## src/rtl/fastirq_pkg.sv

```systemverilog
package fastirq_pkg;

    localparam int PADDR_W = 16;
    localparam int NSRC    = 7;

    // Source index doubles as priority rank (0 = highest).
    localparam int IDX_RST  = 0;
    localparam int IDX_STK  = 1;
    localparam int IDX_TRC  = 2;
    localparam int IDX_SWI  = 3;
    localparam int IDX_IRQA = 4;
    localparam int IDX_IRQB = 5;
    localparam int IDX_HOST = 6;

    typedef enum logic [1:0] {
        PH_IDLE   = 2'd0,
        PH_RET    = 2'd1,
        PH_SECOND = 2'd2,
        PH_FIRST  = 2'd3
    } phase_e;

    typedef struct packed {
        logic               valid;
        logic [PADDR_W-1:0] addr;
    } fetch_ovr_t;

    function automatic logic [PADDR_W-1:0] slot_of(input int idx, input int stride);
        slot_of = PADDR_W'(idx * stride);
    endfunction

endpackage

```

## src/rtl/fastirq_pend.sv

```systemverilog
module fastirq_pend #(
    parameter int N = 2
) (
    input  logic         clk,
    input  logic         rst,
    input  logic [N-1:0] set_i,
    input  logic [N-1:0] clr_i,
    output logic [N-1:0] pend_o
);
    for (genvar g = 0; g < N; g++) begin : g_bit
        always_ff @(posedge clk) begin
            if (rst) pend_o[g] <= 1'b0;
            else     pend_o[g] <= (pend_o[g] & ~clr_i[g]) | set_i[g];
        end
    end
endmodule

```

## src/rtl/fastirq_arb.sv

```systemverilog
module fastirq_arb #(
    parameter int N = 7
) (
    input  logic [N-1:0] req_i,
    output logic [N-1:0] grant_o,
    output logic         any_o
);
    logic [N:0] seen;
    assign seen[0] = 1'b0;
    for (genvar g = 0; g < N; g++) begin : g_rank
        assign grant_o[g]  = req_i[g] & ~seen[g];
        assign seen[g+1]   = seen[g] | req_i[g];
    end
    assign any_o = seen[N];
endmodule

```

## src/rtl/fastirq_seq.sv

```systemverilog
module fastirq_seq
    import fastirq_pkg::*;
#(
    parameter int SLOT_STRIDE = 2
) (
    input  logic                 clk,
    input  logic                 rst,
    input  logic                 boundary_i,
    input  logic [PADDR_W-1:0]   pc_i,
    input  logic                 two_word_i,
    input  logic                 mask_i,
    input  logic                 req_reset_i,
    input  logic                 req_stkerr_i,
    input  logic                 req_trace_i,
    input  logic                 req_irqa_i,
    input  logic                 req_irqb_i,
    input  logic                 swi_pulse_i,
    input  logic                 hcmd_pulse_i,
    input  logic [PADDR_W-1:0]   hvec_i,
    output logic                 ovr_valid_o,
    output logic [PADDR_W-1:0]   ovr_addr_o,
    output logic [NSRC-1:0]      ack_o,
    output logic [1:0]           phase_o
);
    localparam int NEDGE = 2;

    phase_e             phase_q;
    fetch_ovr_t         ovr_q, ovr_d;
    logic [NSRC-1:0]    ack_q;
    logic [PADDR_W-1:0] saved_pc_q;
    logic [PADDR_W-1:0] host_vec_q;

    // Edge-triggered sources: bit 0 software, bit 1 host.
    logic [NEDGE-1:0] edge_set, edge_clr, edge_pend;
    assign edge_set = {hcmd_pulse_i, swi_pulse_i};

    logic [NSRC-1:0] req, grant;
    logic            grant_any;

    fastirq_pend #(.N(NEDGE)) u_pend (
        .clk    (clk),
        .rst    (rst),
        .set_i  (edge_set),
        .clr_i  (edge_clr),
        .pend_o (edge_pend)
    );

    always_ff @(posedge clk) begin
        if (rst)               host_vec_q <= '0;
        else if (hcmd_pulse_i) host_vec_q <= {hvec_i[PADDR_W-1:1], 1'b0};
    end

    logic open_win;
    assign open_win = boundary_i & ~mask_i & (phase_q == PH_IDLE);

    always_comb begin
        req           = '0;
        req[IDX_RST]  = boundary_i & req_reset_i;
        req[IDX_STK]  = open_win & req_stkerr_i;
        req[IDX_TRC]  = open_win & req_trace_i;
        req[IDX_SWI]  = open_win & edge_pend[0];
        req[IDX_IRQA] = open_win & req_irqa_i;
        req[IDX_IRQB] = open_win & req_irqb_i;
        req[IDX_HOST] = open_win & edge_pend[1];
    end

    fastirq_arb #(.N(NSRC)) u_arb (
        .req_i   (req),
        .grant_o (grant),
        .any_o   (grant_any)
    );

    assign edge_clr = {grant[IDX_HOST], grant[IDX_SWI]};

    logic [PADDR_W-1:0] vec_addr;
    always_comb begin
        vec_addr = '0;
        for (int i = 0; i < NSRC; i++) begin
            if (grant[i]) begin
                if (i == IDX_HOST) vec_addr = host_vec_q;
                else               vec_addr = slot_of(i, SLOT_STRIDE);
            end
        end
    end

    phase_e phase_d;
    always_comb begin
        phase_d = phase_q;
        ovr_d   = '0;
        if (grant_any) begin
            ovr_d.valid = 1'b1;
            ovr_d.addr  = vec_addr;
            phase_d     = grant[IDX_RST] ? PH_IDLE : PH_FIRST;
        end else if (boundary_i) begin
            unique case (phase_q)
                PH_FIRST: begin
                    if (two_word_i) begin
                        ovr_d.valid = 1'b1;
                        ovr_d.addr  = saved_pc_q;
                        phase_d     = PH_RET;
                    end else begin
                        phase_d     = PH_SECOND;
                    end
                end
                PH_SECOND: begin
                    ovr_d.valid = 1'b1;
                    ovr_d.addr  = saved_pc_q;
                    phase_d     = PH_RET;
                end
                PH_RET:  phase_d = PH_IDLE;
                default: phase_d = PH_IDLE;
            endcase
        end
    end

    always_ff @(posedge clk) begin
        if (rst) begin
            phase_q    <= PH_IDLE;
            ovr_q      <= '0;
            ack_q      <= '0;
            saved_pc_q <= '0;
        end else begin
            phase_q <= phase_d;
            ovr_q   <= ovr_d;
            ack_q   <= grant;
            if (grant_any && !grant[IDX_RST]) saved_pc_q <= pc_i;
        end
    end

    assign ovr_valid_o = ovr_q.valid;
    assign ovr_addr_o  = ovr_q.addr;
    assign ack_o       = ack_q;
    assign phase_o     = phase_q;

endmodule

```

## config.mk

```make
export PLATFORM = sky130hd
export DESIGN_NAME = fastirq_seq
export DESIGN_NICKNAME = d
export VERILOG_FILES = /design/src/rtl/fastirq_pkg.sv /design/src/rtl/fastirq_pend.sv /design/src/rtl/fastirq_arb.sv /design/src/rtl/fastirq_seq.sv
export SDC_FILE = /design/constraint.sdc
export NUM_CORES = 1
export LEC_CHECK = 0
export ABC_AREA = 1
export ABC_CLOCK_PERIOD_IN_PS = 2300
export CORE_MARGIN = 2
export CORE_UTILIZATION = 47
export CTS_CLUSTER_SIZE = 8
export DETAILED_ROUTE_END_ITERATION = 16
export GPL_ROUTABILITY_DRIVEN = 0
export PLACE_DENSITY = 0.83
export SYNTH_ARGS = -nofsm -noshare
export SYNTH_HDL_FRONTEND = slang
export SYNTH_SLANG_ARGS = --single-unit
```

## constraint.sdc

```tcl
create_clock -name clk -period 2.3 [get_ports clk]
set_input_delay 0.46 -clock clk [delete_from_list [all_inputs] [get_ports clk]]
set_output_delay 0.46 -clock clk [all_outputs]
set_load 0.005 [all_outputs]
```

==> reports/summary.log, run 1 <==
qor: setup_path.crit_path_required_time 2.58 ns
qor: sta.worst_slew_pin_tran 0.438 ns
qor: grt.grt_pass1_wl 9030 um
qor: cts.clock_insertion_delay_worst_skew 0.34 ns
qor: min_path.min-delay-path-class reg2reg
qor: power.power_density 724 nW/um^2
qor: layout.layout_commonest_cell sky130_fd_sc_hd__clkdlybuf4s50_1
qor: layout.syn_to_final_growth 40.3%
qor: synth.netlist.area_leader.share 49.9%
qor: detailed_routing.drc 0
qor: placed_design.placement.cell_area 3130 um^2
qor: power.vdd_ir_drop_max 0.425 mV
qor: cts.cts_tree built
qor: synth.yosysWarningCount 0
qor: placed_design.port_buffers 68
qor: grt.antenna_found_initial 0
qor: detailed_routing.wirelength_met1 2670 um
qor: power.cell_internal_pwr 1720 uW
qor: detailed_routing.vias_per_cell 4.93
qor: synth.synth.ff_latch_count 59
qor: setup_path.timing_worst_setup_path_type in2reg
qor: cts.num_cts_buffers 9
qor: min_path.worstHoldEndpoint ovr_addr_o[4]
qor: synth.seq_area_frac_synth 49.9%
qor: sta.final_min_period_over_clock_period 88.4%
qor: synth.mean_post_synth_cell_area 7.87 um^2
qor: min_path.worstHoldPathCells 2
qor: detailed_routing.drtAntennaViolNets 0
qor: layout.finish.instance_area 3320 um^2
qor: sta.hold_slack 0.449 ns
qor: synth.synthesis.nets 345
qor: detailed_routing.top_signal_layer_used met4
qor: setup_path.worst-path-max-fanout 13
qor: sta.pins_over_slew_limit 0
qor: layout.commonest_cells_after_routing_fill_and_taps_aside 68 x sky130_fd_sc_hd__clkdlybuf4s50_1, 59 x sky130_fd_sc_hd__dfxtp_1, 57 x sky130_fd_sc_hd__nand2_1
qor: detailed_routing.drt_first_pass_iters 4
qor: floorplanning.dieArea 5620 um^2
qor: power.switching_power 680 uW
qor: cts.clock_tree.root_cell sky130_fd_sc_hd__clkbuf_8
qor: power.switching_share_of_power 28.3%
qor: outcome.outcome completed
qor: sta.maxSlewHeadroom 70.6%
qor: sta.setup_viol 0
qor: layout.fillers 375
qor: floorplanning.floorplan.die.width 75.0 um
qor: cts.cts.sink_count 59
qor: sta.rsz0062_at_grt no
qor: run.max-cap-violations 0
qor: min_path.hold_path_startpoint host_vec_q[4]
qor: power.pwr-share-comb 16.4%
qor: synth.synth.cell_area 2370 um^2
qor: synth.netlist_top_cells_area sky130_fd_sc_hd__dfxtp_1 50%, sky130_fd_sc_hd__nand2_1 9.0%, sky130_fd_sc_hd__nor2_1 8.1%, sky130_fd_sc_hd__a21oi_1 5.1%, sky130_fd_sc_hd__nand3b_1 5.1%
qor: layout.drive_gt1_share 11.1%
qor: detailed_routing.wl_met3 221 um
qor: layout.design.final.nets 418
qor: setup_path.startpoint_type input pin
qor: power.power_leakage 0.00140 uW
qor: grt.grt.overflow.total 0
qor: floorplanning.row_count 25
qor: synth.synth_largest_area_cell sky130_fd_sc_hd__dfxtp_1
qor: setup_path.cp.depth 10
qor: detailed_routing.average_detailed_routed_wire_length_per_instance 12.8 um
qor: floorplanning.initial_utilization 49.5%
qor: setup_path.critical-path-max-stage-delay 0.47 ns
qor: cts.post_cts_buffers 0
qor: sta.worst_slack 0.268 ns
qor: setup_path.cp_top_family simple AND/OR/NAND/NOR gates
qor: layout.n_diodes 0
qor: setup_path.critical_path.reg2reg.startpoint phase_o[1]
qor: placed_design.dpl_worst_slack -0.0682 ns
qor: power.pwr-share-clk 36.2%
qor: setup_path.worst-endpoint-arrival 2.32 ns
qor: power.power_frac_seq 47.3%
qor: synth.synth_cells 301
qor: setup_path.worst_path_buf_inv 2
qor: grt.first_global_vias 1988
qor: detailed_routing.detail_route_met2_wl 2690 um
qor: floorplanning.core_area 4790 um^2
qor: sta.worst_clock_skew 0.00880 ns
qor: power.total_power 2400 uW
qor: placed_design.hpwl 4020 um
qor: grt.global_route.usage.total 21.6%
qor: setup_path.worst_r2r_endpoint ovr_addr_o[9]
qor: setup_path.reg2reg_slack 0.43 ns
qor: cts.cts_max_path_buffers 2
qor: setup_path.worstSetupEndpointType flip-flop
qor: floorplanning.io_pins 70
qor: sta.layout_min_cycle_time 2.03 ns
qor: detailed_routing.totalWireLength 5720 um
qor: setup_path.reg2reg_depth 8
qor: sta.max_clock_freq 0.492 GHz
qor: cts.path_clk_slew 0.07 ns
qor: synth.synthDistinctLibCells 29
qor: setup_path.cells_traversed_along_the_worst_timing_path clkdlybuf4s50_1, inv_2, nor2_2, nand3_1, nand3_2, nor2_1, nand4_1, nor2_2, nand2_1, nand2_1
qor: sta.finalHoldViolCount 0
qor: cts.ctsHoldBuffers 0
qor: setup_path.timing.critical_path.slowest_stage_cell sky130_fd_sc_hd__clkdlybuf4s50_1
qor: grt.grt_max_degree 48
qor: cts.cts_htree_levels 3
qor: detailed_routing.dr_vias 2198
qor: detailed_routing.drt_iter0_drc 164
qor: floorplanning.chipHeight 75.0 um
qor: cts.postCtsResizedCells 0
power groups by stage:
stage	registers (uW)	logic (uW)	clock network, uW
5_1_grt	1150	440	917
2_1_floorplan	1150	230	0
3_5_place_dp	1160	391	0
6_report	1140	395	871
4_1_cts	1140	396	879
3_3_place_gp	1160	381	0
final cells by class:
cell class | count | area [um^2] | area share, %
flip-flops and latches | 59 | 1180 | 35.6
multi-input cells | 212 | 1040 | 31.4
repair buffers | 79 | 776 | 23.4
clock buffers | 10 | 138 | 4.14
well taps | 67 | 83.8 | 2.52
clock inverters | 6 | 50.0 | 1.51
inverters | 13 | 48.8 | 1.47
cell usage after synthesis:
library cell / count
sky130_fd_sc_hd__inv_2: 1
sky130_fd_sc_hd__clkinv_1: 1
sky130_fd_sc_hd__nor3_1: 1
sky130_fd_sc_hd__nor2_1: 51
sky130_fd_sc_hd__buf_6: 3
sky130_fd_sc_hd__nor3b_1: 1
sky130_fd_sc_hd__nor2_4: 1
sky130_fd_sc_hd__dfxtp_1: 59
sky130_fd_sc_hd__nand4_1: 6
sky130_fd_sc_hd__nand3b_1: 16
sky130_fd_sc_hd__a21oi_1: 24
sky130_fd_sc_hd__nand2_1: 57
sky130_fd_sc_hd__o211ai_1: 4
sky130_fd_sc_hd__inv_1: 11
sky130_fd_sc_hd__nand2_2: 2
sky130_fd_sc_hd__o21ai_0: 16
sky130_fd_sc_hd__buf_1: 2
sky130_fd_sc_hd__o21a_1: 1
sky130_fd_sc_hd__a21boi_0: 1
sky130_fd_sc_hd__and3_1: 1
sky130_fd_sc_hd__nor4_1: 1
sky130_fd_sc_hd__or2_2: 1
sky130_fd_sc_hd__nand3_2: 2
sky130_fd_sc_hd__buf_4: 2
sky130_fd_sc_hd__nor2_2: 6
sky130_fd_sc_hd__nand3_4: 1
sky130_fd_sc_hd__nand3_1: 18
sky130_fd_sc_hd__nor3_4: 1
sky130_fd_sc_hd__clkbuf_1: 10
per-layer routing:
layer | vias up | track usage, %
li1 | 1137 | -
met1 | 993 | 28.5
met2 | 55 | 34.0
met3 | 13 | 3.21
met4 | 0 | 11.9
met5 | - | 0
flip-flops by register name (all words and copies together), names as in the netlist:
name / count
u_pend.pend_o: 2
host_vec_q: 15
phase_o: 2
ovr_addr_o: 16
ovr_valid_o: 1
saved_pc_q: 16
ack_o: 7
how the worst max path moves through the flow:
| stage | start | to |
|---|---|---|
| after floorplan | boundary_i | saved_pc_q[10] |
| after global placement | boundary_i | ovr_addr_o[11] |
| after detailed placement | boundary_i | ovr_addr_o[9] |
| after CTS | boundary_i | ovr_addr_o[9] |
| after global routing | boundary_i | ovr_addr_o[11] |
| final | boundary_i | ovr_addr_o[9] |
cells by family (layout without fill, tap and decap cells):
family                 after synthesis  after routing  synth area share (%)
AOI/OAI and AO/OA                   46             46                  10.4
DFF                                 59             59                  49.9
buffers and inverters               30            108                  6.02
and+or+nand+nor                    166            166                  33.8
per-stage QoR:
step,TNS (ns),util [%],instances
after detailed placement,-0.579,65.5,430
after CTS,0,69.4,446
after global placement,-0.233,65.5,430
after global routing,0,69.4,446
after floorplan,0,-,301
final,0,69.4,446
worst register-to-register path, stage by stage, from the launching register on:
cell                      delay [ns]
sky130_fd_sc_hd__dfxtp_1        0.45
sky130_fd_sc_hd__nor2_2         0.10
sky130_fd_sc_hd__nand3_1        0.15
sky130_fd_sc_hd__nand3_2        0.14
sky130_fd_sc_hd__nor2_1         0.19
sky130_fd_sc_hd__nand4_1        0.20
sky130_fd_sc_hd__nor2_2         0.40
sky130_fd_sc_hd__nand2_1        0.10
sky130_fd_sc_hd__nand2_1        0.09
(Power assumes the default switching activity.)
==> run 2, diff against run 1 <==
PLACE_DENSITY = 0.8   (was 0.83)
==> run 2 against run 1 <==
  * First-iteration DRC count rose by 34%
  * Register-to-register slack barely moved
  * Power rose by 7.3%
  * Design area rose by 0.87%
  * Sequential power barely moved
  * Global-route usage fell by 0.51 points
  * Utilization rose by 0.60 points
  * Routed wire length fell by 3.6%
  * Critical path type unchanged
==> reports/summary.log, run 2 (same netlist as run 1, synthesis figures left out) <==
qor: outcome.outcome completed
qor: power.power_frac_seq 44.1% [-3.2 points]
qor: setup_path.worst-path-max-fanout 13 [unchanged]
qor: detailed_routing.drc 0 [unchanged]
qor: power.switching_share_of_power 25.9% [-2.3 points]
qor: cts.cts_tree built
qor: layout.syn_to_final_growth 41.5%
qor: sta.layout_min_cycle_time 2.06 ns [+0.0239 ns]
qor: sta.hold_slack 0.449 ns [+0.000507 ns]
qor: cts.clock_insertion_delay_worst_skew 0.34 ns [about the same]
qor: detailed_routing.vias_per_cell 4.96 [+0.59%]
qor: cts.ctsHoldBuffers 0 [unchanged]
qor: grt.antenna_found_initial 0 [unchanged]
qor: layout.finish.instance_area 3350 um^2 [+0.87%]
qor: placed_design.hpwl 3810 um [-5.0%]
qor: sta.worst_clock_skew 0.00561 ns [-0.00319 ns]
qor: sta.final_min_period_over_clock_period 89.4% [+1.0 points]
qor: setup_path.worstSetupEndpointType flip-flop
qor: power.total_power 2580 uW [+7.3%]
qor: cts.postCtsResizedCells 0 [unchanged]
qor: setup_path.timing_worst_setup_path_type in2reg
qor: sta.setup_viol 0 [unchanged]
qor: floorplanning.initial_utilization 49.5% [unchanged]
qor: sta.pins_over_slew_limit 0 [unchanged]
qor: layout.design.final.nets 417 [-0.24%]
qor: power.pwr-share-comb 15.1% [-1.3 points]
qor: floorplanning.chipHeight 75.0 um [unchanged]
qor: cts.cts.sink_count 59 [unchanged]
qor: grt.global_route.usage.total 21.1% [-0.51 points]
qor: cts.cts_htree_levels 3 [unchanged]
qor: grt.grt_max_degree 48 [unchanged]
qor: setup_path.worst-endpoint-arrival 2.34 ns [+0.02 ns]
qor: detailed_routing.drt_first_pass_iters 5 [+1]
qor: detailed_routing.totalWireLength 5510 um [-3.6%]
qor: layout.drive_gt1_share 10.8% [-0.24 points]
qor: power.vdd_ir_drop_max 0.438 mV [+3.1%]
qor: floorplanning.dieArea 5620 um^2 [unchanged]
qor: placed_design.dpl_worst_slack -0.0838 ns [-0.0155 ns]
qor: detailed_routing.average_detailed_routed_wire_length_per_instance 12.4 um [-3.4%]
qor: grt.grt.overflow.total 0 [unchanged]
qor: grt.first_global_vias 1842 [-7.3%]
qor: power.pwr-share-clk 40.9% [+4.7 points]
qor: min_path.min-delay-path-class reg2reg
qor: detailed_routing.drt_iter0_drc 220 [+34%]
qor: grt.grt_pass1_wl 8740 um [-3.2%]
qor: cts.clock_tree.root_cell sky130_fd_sc_hd__clkbuf_8
qor: sta.rsz0062_at_grt no
qor: cts.cts_max_path_buffers 2 [unchanged]
qor: cts.num_cts_buffers 9 [unchanged]
qor: power.cell_internal_pwr 1910 uW [+11%]
qor: layout.n_diodes 0 [unchanged]
qor: detailed_routing.drtAntennaViolNets 0 [unchanged]
qor: cts.path_clk_slew 0.07 ns [about the same]
qor: detailed_routing.dr_vias 2206 [+0.36%]
qor: sta.max_clock_freq 0.486 GHz [-1.2%]
qor: floorplanning.row_count 25 [unchanged]
qor: placed_design.port_buffers 68 [unchanged]
qor: power.switching_power 670 uW [-1.5%]
qor: power.power_density 770 nW/um^2 [+6.4%]
qor: floorplanning.floorplan.die.width 75.0 um [unchanged]
qor: sta.worst_slack 0.244 ns [-0.0239 ns]
qor: sta.maxSlewHeadroom 71.5% [+0.84 points]
qor: sta.finalHoldViolCount 0 [unchanged]
qor: run.max-cap-violations 0 [unchanged]
qor: sta.worst_slew_pin_tran 0.428 ns [-0.00991 ns]
qor: placed_design.placement.cell_area 3130 um^2 [-0.24%]
qor: layout.layout_commonest_cell sky130_fd_sc_hd__clkdlybuf4s50_1
qor: cts.post_cts_buffers 0 [unchanged]
qor: layout.commonest_cells_after_routing_fill_and_taps_aside 68 x sky130_fd_sc_hd__clkdlybuf4s50_1, 59 x sky130_fd_sc_hd__dfxtp_1, 57 x sky130_fd_sc_hd__nand2_1
qor: setup_path.startpoint_type input pin
qor: setup_path.crit_path_required_time 2.59 ns [about the same]
qor: layout.post-route-util 70.0% [+0.60 points]
qor: floorplanning.core_area 4790 um^2 [unchanged]
qor: floorplanning.io_pins 70 [unchanged]
qor: power.power_leakage 0.00142 uW [+1.5%]
## run 2: cell type report
type / instances / area, um^2
inverters: 13 / 48.8
repair buffers: 78 / 768
fillers: 395 / 1440
flip-flops and latches: 59 / 1180
clock inverters: 7 / 100
multi-input cells: 212 / 1040
well taps: 67 / 83.8
clock buffers: 9 / 124
## run 2: per-layer routing
metal  vias to the layer above  wire length [um]  global-route usage (%)
met5                         -                 0                       0
met4                         0               136                    10.3
met3                         9               309                    5.22
met2                        68              2480                    29.5
met1                       990              2580                    30.3
li1                       1139                 -                       -
## run 2: path summary, 6_finish.rpt
path,from,end,slack [ns],cells past startpoint
max,boundary_i,ovr_addr_o[11],0.24,10
min,host_vec_q[15],ovr_addr_o[15],0.45,2
max reg2reg,phase_o[1],ovr_addr_o[11],0.43,8
min reg2reg,host_vec_q[15],ovr_addr_o[15],0.45,2
## run 2: worst max-delay path, cell delays in order
cell	delay, ns
sky130_fd_sc_hd__clkdlybuf4s50_1	0.49
sky130_fd_sc_hd__inv_2	0.10
sky130_fd_sc_hd__nor2_2	0.05
sky130_fd_sc_hd__nand3_1	0.13
sky130_fd_sc_hd__nand3_2	0.14
sky130_fd_sc_hd__nor2_1	0.17
sky130_fd_sc_hd__nand4_1	0.20
sky130_fd_sc_hd__nor2_2	0.39
sky130_fd_sc_hd__nand2_1	0.12
sky130_fd_sc_hd__nand2_1	0.08
## run 2: stage by stage
| step | TNS (ns) | instances |
|---|---|---|
| floorplan | 0 | 301 |
| global placement | -0.0309 | 429 |
| detailed placement | -0.703 | 429 |
| CTS | 0 | 445 |
| global route | 0 | 445 |
| finish | 0 | 445 |
## run 2: power groups by stage
stage          combinational, uW  clock [uW]  sequential [uW]
2_1_floorplan                230           0             1150
3_3_place_gp                 377           0             1160
3_5_place_dp                 384           0             1160
4_1_cts                      388        1070             1140
5_1_grt                      435        1110             1140
6_report                     389        1050             1140
==> run 3, diff against run 2 <==
CTS_BUF_LIST = sky130_fd_sc_hd__clkbuf_4 sky130_fd_sc_hd__clkbuf_8 sky130_fd_sc_hd__clkbuf_16   (was unset)
==> results of run 3 <==
Same layout as run 2: the final DEF is identical, and so are final timing and power.
